===== src/rtl/cmcu_pkg.sv =====
package cmcu_pkg;

  localparam int CM_ADDR_W = 3;
  localparam int CM_COND_W = 2;
  localparam int CM_MOP_W  = 6;
  localparam int CM_WORDS  = 1 << CM_ADDR_W;

  // chain exits, entries and the finishing word of the built-in program
  localparam logic [CM_ADDR_W-1:0] CM_EXIT_A  = 3'd1;
  localparam logic [CM_ADDR_W-1:0] CM_EXIT_B  = 3'd4;
  localparam logic [CM_ADDR_W-1:0] CM_LAST    = 3'd7;
  localparam logic [CM_ADDR_W-1:0] CM_ENT_B0  = 3'd2;
  localparam logic [CM_ADDR_W-1:0] CM_ENT_B1  = 3'd3;
  localparam logic [CM_ADDR_W-1:0] CM_ENT_C   = 3'd5;

  typedef struct packed {
    logic [CM_MOP_W-1:0] mop;
    logic                cont;
    logic                fin;
  } cm_word_t;

  function automatic cm_word_t cm_word(input logic [CM_ADDR_W-1:0] a);
    cm_word_t w;
    w = '0;
    case (a)
      3'd0: w = '{mop: 6'b000001, cont: 1'b1, fin: 1'b0};
      3'd1: w = '{mop: 6'b000010, cont: 1'b0, fin: 1'b0};
      3'd2: w = '{mop: 6'b000100, cont: 1'b1, fin: 1'b0};
      3'd3: w = '{mop: 6'b001000, cont: 1'b1, fin: 1'b0};
      3'd4: w = '{mop: 6'b010001, cont: 1'b0, fin: 1'b0};
      3'd5: w = '{mop: 6'b100000, cont: 1'b1, fin: 1'b0};
      3'd6: w = '{mop: 6'b000110, cont: 1'b1, fin: 1'b0};
      default: w = '{mop: 6'b101000, cont: 1'b0, fin: 1'b1};
    endcase
    return w;
  endfunction

endpackage


===== src/rtl/cmcu_ctrl_store.sv =====
module cmcu_ctrl_store
  import cmcu_pkg::*;
#(
  parameter int ADDR_W = CM_ADDR_W
) (
  input  logic              clk_i,
  input  logic [ADDR_W-1:0] rd_addr_i,
  output cm_word_t          word_o
);

  // registered read of a constant table: maps onto a block-RAM ROM
  cm_word_t word_q;

  always_ff @(posedge clk_i) begin
    word_q <= cm_word(rd_addr_i);
  end

  assign word_o = word_q;

endmodule


===== src/rtl/cmcu_jump_net.sv =====
module cmcu_jump_net
  import cmcu_pkg::*;
#(
  parameter int ADDR_W = CM_ADDR_W,
  parameter int COND_W = CM_COND_W
) (
  input  logic [ADDR_W-1:0] addr_i,
  input  logic [COND_W-1:0] cond_i,
  output logic [ADDR_W-1:0] entry_o
);

  always_comb begin
    entry_o = '0;
    case (addr_i)
      CM_EXIT_A: begin
        if (cond_i[0])      entry_o = CM_ENT_B0;
        else if (cond_i[1]) entry_o = CM_ENT_B1;
        else                entry_o = CM_ENT_C;
      end
      CM_EXIT_B: entry_o = CM_ENT_C;
      default:   entry_o = '0;
    endcase
  end

endmodule


===== src/rtl/cmcu_addr_ctr.sv =====
module cmcu_addr_ctr #(
  parameter int W = 3
) (
  input  logic         clk_i,
  input  logic         rst_i,
  input  logic         go_i,
  input  logic         hold_i,
  input  logic         step_i,
  input  logic         load_i,
  input  logic [W-1:0] load_val_i,
  output logic [W-1:0] cnt_o,
  output logic [W-1:0] cnt_nxt_o
);

  logic [W-1:0] cnt_q;

  always_comb begin
    cnt_nxt_o = cnt_q;
    if (rst_i || go_i) cnt_nxt_o = '0;
    else if (hold_i)   cnt_nxt_o = cnt_q;
    else if (step_i)   cnt_nxt_o = cnt_q + W'(1);
    else if (load_i)   cnt_nxt_o = load_val_i;
  end

  always_ff @(posedge clk_i) begin
    cnt_q <= cnt_nxt_o;
  end

  assign cnt_o = cnt_q;

endmodule


===== src/rtl/cmcu_fetch_ff.sv =====
module cmcu_fetch_ff (
  input  logic clk_i,
  input  logic rst_i,
  input  logic go_i,
  input  logic fin_i,
  output logic fetch_o
);

  logic fetch_q;

  always_ff @(posedge clk_i) begin
    if (rst_i)                 fetch_q <= 1'b0;
    else if (go_i)             fetch_q <= 1'b1;
    else if (fetch_q && fin_i) fetch_q <= 1'b0;
  end

  assign fetch_o = fetch_q;

endmodule


===== src/rtl/cmcu_seq.sv =====
module cmcu_seq
  import cmcu_pkg::*;
#(
  parameter int ADDR_W = CM_ADDR_W,
  parameter int COND_W = CM_COND_W,
  parameter int MOP_W  = CM_MOP_W
) (
  input  logic              clk_i,
  input  logic              rst_i,
  input  logic              start_i,
  input  logic [COND_W-1:0] cond_i,
  output logic [MOP_W-1:0]  mop_o,
  output logic              busy_o,
  output logic [ADDR_W-1:0] addr_o
);

  logic              fetch;
  logic              go;
  logic [ADDR_W-1:0] addr_q;
  logic [ADDR_W-1:0] addr_nxt;
  logic [ADDR_W-1:0] entry;
  cm_word_t          word;

  assign go = start_i && !fetch;

  cmcu_fetch_ff u_fetch (
    .clk_i   (clk_i),
    .rst_i   (rst_i),
    .go_i    (go),
    .fin_i   (word.fin),
    .fetch_o (fetch)
  );

  cmcu_jump_net #(.ADDR_W(ADDR_W), .COND_W(COND_W)) u_jump (
    .addr_i  (addr_q),
    .cond_i  (cond_i),
    .entry_o (entry)
  );

  cmcu_addr_ctr #(.W(ADDR_W)) u_ctr (
    .clk_i      (clk_i),
    .rst_i      (rst_i),
    .go_i       (go),
    .hold_i     (!fetch || word.fin),
    .step_i     (word.cont),
    .load_i     (!word.cont),
    .load_val_i (entry),
    .cnt_o      (addr_q),
    .cnt_nxt_o  (addr_nxt)
  );

  // store is addressed with the next count so its word lines up with addr_q
  cmcu_ctrl_store #(.ADDR_W(ADDR_W)) u_store (
    .clk_i     (clk_i),
    .rd_addr_i (addr_nxt),
    .word_o    (word)
  );

  assign mop_o  = fetch ? word.mop : '0;
  assign busy_o = fetch;
  assign addr_o = addr_q;

endmodule


===== config.mk =====
export PLATFORM = sky130hd
export DESIGN_NAME = cmcu_seq
export DESIGN_NICKNAME = d
export VERILOG_FILES = /design/src/rtl/cmcu_pkg.sv /design/src/rtl/cmcu_ctrl_store.sv /design/src/rtl/cmcu_jump_net.sv /design/src/rtl/cmcu_addr_ctr.sv /design/src/rtl/cmcu_fetch_ff.sv /design/src/rtl/cmcu_seq.sv
export SDC_FILE = /design/constraint.sdc
export NUM_CORES = 1
export LEC_CHECK = 0
export BUFFER_PORTS_ARGS = -buffer_cell sky130_fd_sc_hd__buf_2
export CORE_MARGIN = 2
export CORE_UTILIZATION = 25
export CTS_CLUSTER_SIZE = 16
export DETAILED_ROUTE_END_ITERATION = 10
export GPL_TIMING_DRIVEN = 0
export PLACE_DENSITY_LB_ADDON = 0.3
export SETUP_SLACK_MARGIN = 0.2
export SLEW_MARGIN = 20
export SYNTH_ARGS = -nofsm -noshare
export SYNTH_HDL_FRONTEND = slang
export SYNTH_HIERARCHICAL = 1
export SYNTH_SLANG_ARGS = --single-unit

===== constraint.sdc =====
create_clock -name clk_i -period 2.7 [get_ports clk_i]
set_input_delay 0.135 -clock clk_i [delete_from_list [all_inputs] [get_ports clk_i]]
set_output_delay 0.135 -clock clk_i [all_outputs]
set_load 0.02 [all_outputs]

# == Yosys cells after proc, flatten, opt, wreduce, memory -nomap -nowiden ==
# Cells that the tools add are included.
# op_classes
addsub,1
eq_ne,8
mux,10
n_reduce_logical,7
# ops
operator,n
$pmux 8 s7,1
$mux 3,5
$eq 3x3->1 const B,4
$eq 3x1->1 const B,2
$eq 3x2->1 const B,2
$mux 6,1
$pmux 3 s2,1
$add 3x1->3 const B,1
$logic_not 3->1,1
$logic_and 1x1->1,2
$logic_or 1x1->1,2
$mux 1,2
$reduce_bool 2->1,1
$logic_not 1->1,1
# word_totals
reg_bits,12
word_cells,31

# == Longest topological paths before layout ==
# Gate-level depths: netlist of the first run.
# logic_depth
ltp_word,8
mapped_depth,7

# == Hierarchy ==
# Netlist of the first run, hierarchy kept.
# modules_own_cells
module,n_inst,cells_each,area_per_inst_um2,seq_area_each_um2
cmcu_ctrl_store,1,18,230.2,160.2
cmcu_addr_ctr,1,20,186.4,60.1
cmcu_seq,1,9,53.8,0.0
cmcu_jump_net,1,7,48.8,0.0
cmcu_fetch_ff,1,4,38.8,20.0

# == Worst setup path after synthesis of the first run ==
# OpenSTA, ideal clock, no wires.
# synth_path
path_type,reg-to-reg
start,"register u_ctr.cnt_q[0], in the netlist u_ctr/cnt_o[0]"
end,register u_store.word_q (netlist bit u_store/word_o[3])
setup_time_ps,114
arrival_time_ps,1987
t_required_ps,2586
path_slack_ps,599
stages_incl_launch_ff,8
n_path_buf,0
path_cell_list,dfxtp_1 or3b_2 a21oi_1 a211o_1 o211ai_1 a31oi_1 nor2b_1 a21o_1
# synth_via
elab_chain_len,7
word_cells_on_any_way,15
# synth_rtl
item,line_no,rtl
from (decl),cmcu_addr_ctr.sv:15,logic [W-1:0] cnt_q;
from (signal assigned),cmcu_addr_ctr.sv:26,cnt_q <= cnt_nxt_o;
$eq 3x3->1 / $eq 3x1->1 (equally long branches),cmcu_jump_net.sv:14,case (addr_i)
$pmux 3 s2 *,cmcu_jump_net.sv:14,
via entry[0],cmcu_seq.sv:21,logic [ADDR_W-1:0] entry;
$mux 3 *,cmcu_addr_ctr.sv:21,else if (step_i) cnt_nxt_o = cnt_q + W'(1);
$mux 3 *,cmcu_addr_ctr.sv:20,else if (hold_i) cnt_nxt_o = cnt_q;
$mux 3 *,cmcu_addr_ctr.sv:19,if (rst_i || go_i) cnt_nxt_o = '0;
via addr_nxt[0],cmcu_seq.sv:20,logic [ADDR_W-1:0] addr_nxt;
"$eq 3x3->1, or another cell as far along",cmcu_pkg.sv:25,case (a)
$pmux 8 s7 *,cmcu_pkg.sv:25,
to (signal assigned),cmcu_ctrl_store.sv:15,word_q <= cm_word(rd_addr_i);
to (decl),cmcu_ctrl_store.sv:12,cm_word_t word_q;
# Mark *: on every way through the listed nets, which the timed path passes. The rest lies on a longest branch.
# A chain may end at the register's enable or synchronous reset.

# == Worst setup path in the final report of the first run ==
# layout_path
start,"register u_ctr.cnt_q[0], in the netlist u_ctr/cnt_o[0]"
end,register u_store.word_q (netlist bit u_store/word_o[1])
# The elaborated chain is that of the path after synthesis.

==> results.ini, run 1 <==
[clock_tree]
insertion_delay_ns=0.26
cts_tree=yes
cts_max_level=1
cts_sinks=12
cts_setup_buffers=0
clockRootBuffer=clkbuf_4
numCtsBuffers=3
post_cts_resized=0
cts-hold-fix-buffers=0
path_clk_slew_ns=0.07
cts_max_path_buffers=2

[floorplanning]
std_cell_rows=17
core_mm2=0.002170
start_util_pct=25.72
die_y_um=51.25
dieWidth_um=51.25
die-area_mm2=0.002626
io_pins=15

[final_layout]
diodes=0
drive_above_1_share_pct=30.26
fin_nets=83
stdcell_count=104
register_area_um2=240.2
syn2layout_area_growth_pct=25.34
multi_input_area_um2=299.0
fillCellCount=244

[sta]
hold_viol_final=0
finalSetupViolCount=0
slew_violations=0
rsz0062_at_grt=false
fin_worst_skew_ns=0.002167
max_freq_ghz=0.4395
finalCritPeriodShare_pct=84.28
slew_headroom_pct=58.47
fin_setup_tns_ns=0
tightestPinTransition_ns=0.6201
min_period_ns=2.276

[yosys]
synthTopCellsByArea=dfxtp_1, and2_1, o221a_1, a21oi_1, inv_1
syn_nets=64
netlist_instances=58
ys_warn_count=6
synth-seq-cells=12
avgSynthCellArea_um2=9.621
ys_seq_area_share_pct=43.05
synth_area_um2=558.0
synth_enable_flop_cells=0
synth.top_cell.area_share_pct=43.05
yosysTopAreaCell=dfxtp_1
async_flop_share_pct=0
synth_cell_types=30
synthFlopType=dfxtp_1

[global_route]
grt_max_degree=11
antenna_found_initial=0
grt_pass1_wl_mm=1.842
grt_pass1_vias=452
grt.overflow.total=0
grtUsageTotal_pct=9.364

[critical_path]
r2r_cells=7
arrival_ns=2.42
path_class=flop to flop
endpoint_kind=flop
cp-start-kind=flop
worstPathRequired_ns=2.85
ff2ff_setup_slack_ns=0.42
critical_path_peak_fanout=9

[routing]
vias=463
first_iter_violations=9
dr.pass1.iters=4
drc_errors=0
drt_wl_total_mm=1.055
avgRoutedWirePerCell_um=10.14
ant_nets=0
via_per_inst=4.452

[min_path]
min_path_cells=2
hold_class=input port to flop

[job]
drv_cap=0

[place]
numPortBuffers=14
hpwl_um=768.2
dp_cells=100
gp_congestion=0.7528

[power_and_ir_drop]
p_leak_nw=0.3408
power_density_mw_per_mm2=551.3
power_uw=385.6
ir_worst_vdd_uv=232.5

[outcome]
outcome=completed

==> through the flow <==
stage               hold slack, ns  worst slack (ns)  instance area (um2)  util [%]
floorplan                   0.1974            0.5993                558.0         -
finish                     0.03905            0.4245                699.4     32.24
CTS                        0.03136            0.4158                699.4     32.24
global route               0.02376            0.2179                699.4     32.24
global placement            0.3191            0.4346                663.1     30.57
detailed placement          0.3188            0.4131                663.1     30.57
==> kinds of logic (layout without fill, tap and decap cells) <==
group	after synthesis	count (layout)	share of synthesized area (%)
flip-flops	12	12	43.05
adder cells (fa/ha/maj)	1	1	2.242
buffers and inverters	5	23	3.362
AND/OR/NAND/NOR	24	24	28.92
AO/OA/AOI/OAI	14	14	19.06
XOR/XNOR	1	1	1.570
multiplexers	1	1	1.794
==> layout make-up <==
type                       count  area share (%)
inverter                       5           2.683
multi-input combinational     41           42.75
tap                           28           5.009
clock buffer                   4           5.188
timing repair buffer          14           10.02
sequential                    12           34.35
==> critical path, stage by stage (launching register included) <==
cell and delay (ns):
dfxtp_1 0.46, or3b_2 0.46, a21oi_1 0.20, a211o_1 0.15
o211ai_1 0.08, a31oi_1 0.49, and2_1 0.24, mux2i_1 0.07
==> final timing paths <==
path,from,to
worst max-delay path,u_ctr/cnt_o[0]$_DFF_P_,u_store/word_o[1]$_DFF_P_
worst max register to register,u_ctr/cnt_o[0]$_DFF_P_,u_store/word_o[1]$_DFF_P_
worst min register to register,u_store/word_o[0]$_DFF_P_,u_fetch/fetch_o$_SDFFE_PP0P_
worst min-delay path,rst_i,u_fetch/fetch_o$_SDFFE_PP0P_
==> cell usage after synthesis, types with 2 or more instances <==
library cell / count
inv_1: 4
and2_1: 8
nor2_1: 3
o221a_1: 2
dfxtp_1: 12
nand2b_1: 2
a21oi_1: 3
nor2b_1: 2
==> registers in the layout, summed over array words and instances (netlist names) <==
register / cells
u_ctr/cnt_o: 3
u_fetch/fetch_o: 1
u_store/word_o: 8
==> per-layer routing <==
metal  part of all wire, %  track usage [%]  up-vias
met3                   5.4            3.801        0
met4                     0            3.947        0
met1                    52            11.43      216
met2                    42            14.50        7
met5                     0                0        -
li1                      -                -      240
==> report_power, final <==
group	internal, mW	total [mW]	switching [mW]	leakage (nW)
sequential	0.186	0.195	0.00961	0.0978
combinational	0.0230	0.0528	0.0298	0.222
clock	0.0818	0.137	0.0555	0.0210
total	0.291	0.386	0.0949	0.341
==> cells in the final DEF (no fill, tap or decap), types with 2 or more instances in the layout <==
master    count
buf_2        14
clkbuf_4      3
o221a_1       2
a21oi_1       3
nor2b_1       2
dfxtp_1      12
inv_1         4
and2_1        8
nor2_1        3
nand2b_1      2
Power figures use the tool's default switching activity.
==> run 2, diff against run 1 <==
- ABC_AREA: not set -> 1
- clock period: 2.7 -> 2.2 ns (I/O delays scaled with it)
==> results.ini, run 2 <==
[sta]
hold_viol_final=0
finalCritPeriodShare_pct=77.34
hold_ws_ns=0.05650
fin_worst_skew_ns=0.002486
slew_headroom_pct=78.35
tightestPinTransition_ns=0.3248
rsz0062_at_grt=false
max_freq_ghz=0.5877
fin_setup_tns_ns=0
min_period_ns=1.701
slew_violations=0
finalSetupViolCount=0

[yosys]
synth_area_um2=601.8
synthTopCellsByArea=dfxtp_1, inv_1, nand2_1, nor2_1, nand3_1
netlist_instances=93
synth.top_cell.area_share_pct=39.92
synth_commonest_cells=inv_1, nand2_1, dfxtp_1
post-synth-top-count-cell=inv_1
avgSynthCellArea_um2=6.471
synth_enable_flop_cells=0
async_flop_share_pct=0
ys_seq_area_share_pct=39.92
synth_cell_types=16
synth-seq-cells=12
ys_warn_count=6
yosysTopAreaCell=dfxtp_1
syn_nets=99
synthFlopType=dfxtp_1

[final_layout]
drive_above_1_share_pct=22.73
final_cell_mix=inv_1, nand2_1, buf_2, dfxtp_1, nor2_1
fin_nets=118
largest_reg_flops=8
syn2layout_area_growth_pct=21.83
final_common_cell=inv_1
diodes=0

[outcome]
outcome=completed

[routing]
avgRoutedWirePerCell_um=7.594
first_iter_violations=6
drt_wl_total_mm=1.048
via_per_inst=3.986
ant_nets=0
vias=550
drc_errors=0
dr.pass1.iters=4

[global_route]
grt.overflow.total=0
antenna_found_initial=0
grt_max_degree=9
grt_pass1_wl_mm=1.828
grtUsageTotal_pct=8.796
grt_pass1_vias=496

[clock_tree]
path_clk_slew_ns=0.07
cts_sinks=12
cts_tree=yes
cts_max_level=1
insertion_delay_ns=0.25
cts_max_path_buffers=2
cts_setup_buffers=0
clockRootBuffer=clkbuf_4
numCtsBuffers=3

[critical_path]
critPathLaunch=u_ctr/cnt_o[0]$_DFF_P_
critical_path_peak_fanout=6
regToRegStartpoint=u_ctr/cnt_o[0]$_DFF_P_
path_class=flop to flop
r2r_cells=11
cp-start-kind=flop
crit_path_end=u_store/word_o[3]$_DFF_P_
worstReg2RegEnd=u_store/word_o[3]$_DFF_P_
endpoint_kind=flop
ff2ff_setup_slack_ns=0.50
worstPathRequired_ns=2.38
arrival_ns=1.88

[floorplanning]
io_pins=15
core_mm2=0.002255
std_cell_rows=17
dieWidth_um=53.07
die_y_um=53.07
start_util_pct=26.69
die-area_mm2=0.002816

[power_and_ir_drop]
p_clk_share_pct=28.9
seqPwrFrac_pct=54.9
combPwrFrac_pct=16.3
intPower_uw=314.0
p_leak_nw=0.4454
p_sw_uw=113.0
ir_worst_vdd_uv=191.5
power_density_mw_per_mm2=582.3
swShare_pct=26.46

[place]
hpwl_um=830.7
gp_congestion=0.8092
numPortBuffers=14

[min_path]
hold_class=input port to flop
min-delay-start=rst_i

[job]
drv_cap=0

-- run 2: metal layers --
layer	part of all wire (%)	GRT usage, %
met5	0	0
met1	49	9.589
met3	2.8	1.695
met4	1.6	3.846
met2	47	16.25
-- run 2: metrics by stage --
stage / std cells / instance area, um2 / power [mW] / setup slack (ns) / utilization (%)
after floorplan: 93 / 601.8 / 0.2886 / 0.5378 / -
after global placement: 135 / 706.9 / 0.3071 / 0.4077 / 31.35
after detailed placement: 135 / 706.9 / 0.3088 / 0.3789 / 31.35
after CTS: 138 / 729.5 / 0.4309 / 0.3500 / 32.35
after global routing: 138 / 733.2 / 0.4510 / 0.2111 / 32.52
final: 138 / 733.2 / 0.4269 / 0.4985 / 32.52
-- run 2: logic make-up after synthesis --
kind of cell             share of synthesized area (%)
AND/OR/NAND/NOR                                  29.94
buffers and inverters                            17.05
adder cells (fa/ha/maj)                          2.079
flip-flops                                       39.92
AO/OA/AOI/OAI                                    11.02
-- run 2: final cells by class --
class	count	area (um2)
clock buffer	3	22.52
tap	28	35.03
inverter	26	97.59
timing repair buffer	14	70.07
fill	260	1521
buffer	1	5.005
sequential	12	240.2
multi-input combinational	54	262.8
-- run 2: critical path, cell delays in order, from the launching register on --
cell and delay, ns:
dfxtp_1 0.42, inv_1 0.09, nor2_2 0.12, nand2_1 0.06
nor2_1 0.09, nor2_1 0.05, o21a_1 0.16, nor2_1 0.26
inv_1 0.10, nor2_1 0.13, nand2_1 0.06, o21ai_0 0.08
-- run 2: timing repair --
item,in CTS,in global routing
hold buffers,0,0
resized for setup,0,1
endpoints found under the setup margin,0,2
-- run 2: power groups by stage --
stage	sequential [mW]	combinational, mW	clock (mW)
after detailed placement	0.239	0.0693	0
after global placement	0.239	0.0679	0
after floorplan	0.243	0.0457	0
final	0.234	0.0695	0.123
after global routing	0.236	0.0799	0.135
after CTS	0.234	0.0695	0.127
-- run 2: worst min path at each step --
stage	slack [ns]	to	cells after the start
floorplan	0.17	u_fetch/fetch_o$_SDFFE_PP0P_	1
detailed placement	0.33	u_fetch/fetch_o$_SDFFE_PP0P_	2
CTS	0.06	u_fetch/fetch_o$_SDFFE_PP0P_	2
finish	0.06	u_fetch/fetch_o$_SDFFE_PP0P_	2
global placement	0.31	u_fetch/fetch_o$_SDFFE_PP0P_	2
global route	0.06	u_fetch/fetch_o$_SDFFE_PP0P_	2
==> run 3, diff against run 2 <==
- ABC_AREA: 1 -> 0
- clock period: 2.2 -> 1.6 ns (I/O delays scaled with it)
==> results.ini, run 3 (same netlist as run 1, synthesis figures left out) <==
[outcome]
outcome=finished with violations
violations=negative setup slack

[critical_path]
regToRegStartpoint=u_ctr/cnt_o[0]$_DFF_P_
r2r_cells=7
worstReg2RegEnd=u_store/word_o[1]$_DFF_P_
worstPathRequired_ns=1.76
arrival_ns=1.94
ff2ff_setup_slack_ns=-0.18
critPathLaunch=u_ctr/cnt_o[0]$_DFF_P_
path_class=flop to flop
endpoint_kind=flop
critical_path_peak_fanout=8
cp-start-kind=flop
crit_path_end=u_store/word_o[1]$_DFF_P_

[sta]
hold_ws_ns=0.1717
fin_worst_skew_ns=0.007955
slew_headroom_pct=78.61
finalCritPeriodShare_pct=111.3
slew_violations=0
rsz0062_at_grt=true
tightestPinTransition_ns=0.3175
finalSetupViolCount=10
setup_ws_ns=-0.1801
hold_viol_final=0
fin_setup_tns_ns=-0.8497
min_period_ns=1.780
max_freq_ghz=0.5618

[power_and_ir_drop]
swShare_pct=25.76
p_sw_uw=177.6
ir_worst_vdd_uv=391.9
p_clk_share_pct=34.1
combPwrFrac_pct=18.4
power_density_mw_per_mm2=790.4
seqPwrFrac_pct=47.5
p_leak_nw=0.4371
intPower_uw=511.8

[final_layout]
final_cell_area_um2=872.1
syn2layout_area_growth_pct=56.28
largest_reg_flops=8
diodes=0
fin_nets=95
final_common_cell=buf_2
drive_above_1_share_pct=50.00
final_cell_mix=buf_2, dfxtp_1, and2_1, buf_4, inv_1

[floorplanning]
core_mm2=0.002170
die_y_um=51.25
die-area_mm2=0.002626
io_pins=15
dieWidth_um=51.25
start_util_pct=25.72
std_cell_rows=17

[global_route]
grtUsageTotal_pct=10.60
use_met3_pct=1.754
grt-busiest-layer=met2
antenna_found_initial=0
met1_usage_pct=11.47
grt.overflow.total=0
grt_pass1_wl_mm=2.035
grt_pass1_vias=463
grt_use_met2_pct=19.70
grt_max_degree=11

[clock_tree]
path_clk_slew_ns=0.07
clockRootBuffer=clkbuf_4
cts_max_path_buffers=2
insertion_delay_ns=0.27
cts_max_level=1
numCtsBuffers=3
cts_sinks=12
cts_tree=yes

[job]
drv_cap=0

[routing]
ant_nets=0
avgRoutedWirePerCell_um=10.65
via_per_inst=4.328
first_iter_violations=5
vias=502
drc_errors=0
dr.pass1.iters=4
drt_wl_total_mm=1.235

[place]
gp_congestion=0.6716
numPortBuffers=14
dpl_cell_area_um2=695.7
hpwl_um=781.8

[min_path]
hold_class=input port to flop

## run 3: cell count changes in the layout (fill, tap and decap cells not counted), sizes merged, moves of 3 or more
cell,change
nand3,-6
inv,-21
and2,+9
nor2,-10
nand2,-23
nand2b,+3
buf,+10
## run 3: timing repair
action / CTS / global route
hold endpoints to repair: 1 / 0
gates resized for setup: 6 / 5
buffers inserted: 10 / 1
endpoints found under the setup margin: 11 / 11
pin swaps: 8 / 2
hold buffers: 1 / 0
## run 3: worst min path at each step
stage / cells after the start / startpoint / endpoint / slack (ns)
global placement: 2 / rst_i / u_fetch/fetch_o$_SDFFE_PP0P_ / 0.26
finish: 3 / rst_i / u_ctr/cnt_o[1]$_DFF_P_ / 0.17
detailed placement: 2 / rst_i / u_fetch/fetch_o$_SDFFE_PP0P_ / 0.26
global route: 4 / start_i / u_fetch/fetch_o$_SDFFE_PP0P_ / 0.19
CTS: 3 / rst_i / u_ctr/cnt_o[1]$_DFF_P_ / 0.17
floorplan: 1 / rst_i / u_fetch/fetch_o$_SDFFE_PP0P_ / 0.14
## run 3: routing by layer
metal  wire length (um)  vias up  share of wire [%]
li1                   -      264                  -
met1                535      229                 43
met2                652        7                 53
met3                 31        2                2.5
met4                 16        0                1.3
met5                  0        -                  0
## run 3: stage by stage
step	setup WS, ns	util [%]	instances	power [mW]
2_1_floorplan	-0.1374	-	58	0.4033
3_3_place_gp	-0.2973	32.06	100	0.4305
3_5_place_dp	-0.3170	32.06	100	0.4324
4_1_cts	-0.1845	38.81	115	0.6911
5_1_grt	-0.2638	40.20	116	0.7211
6_report	-0.1801	40.20	116	0.6893
## run 3: critical path, cell delays in order, from the launching register on
cell and delay, ns:
dfxtp_4 0.36, or3b_4 0.39, a21oi_4 0.14, a211o_1 0.13, o211ai_1 0.11, a31oi_4 0.29, and2_1 0.19, mux2i_1 0.06
## run 3: layout make-up
class,count,area [um2]
inverter,5,18.77
clock buffer,4,36.28
fill,231,1297
multi-input combinational,41,359.1
tap,28,35.03
timing repair buffer,26,173.9
sequential,12,249.0
## run 3: power by group through the flow
stage	clock [mW]	combinational, mW	sequential (mW)
finish	0.235	0.127	0.328
global route	0.251	0.139	0.331
CTS	0.242	0.122	0.327
detailed placement	0	0.0944	0.338
global placement	0	0.0940	0.336
floorplan	0	0.0632	0.340
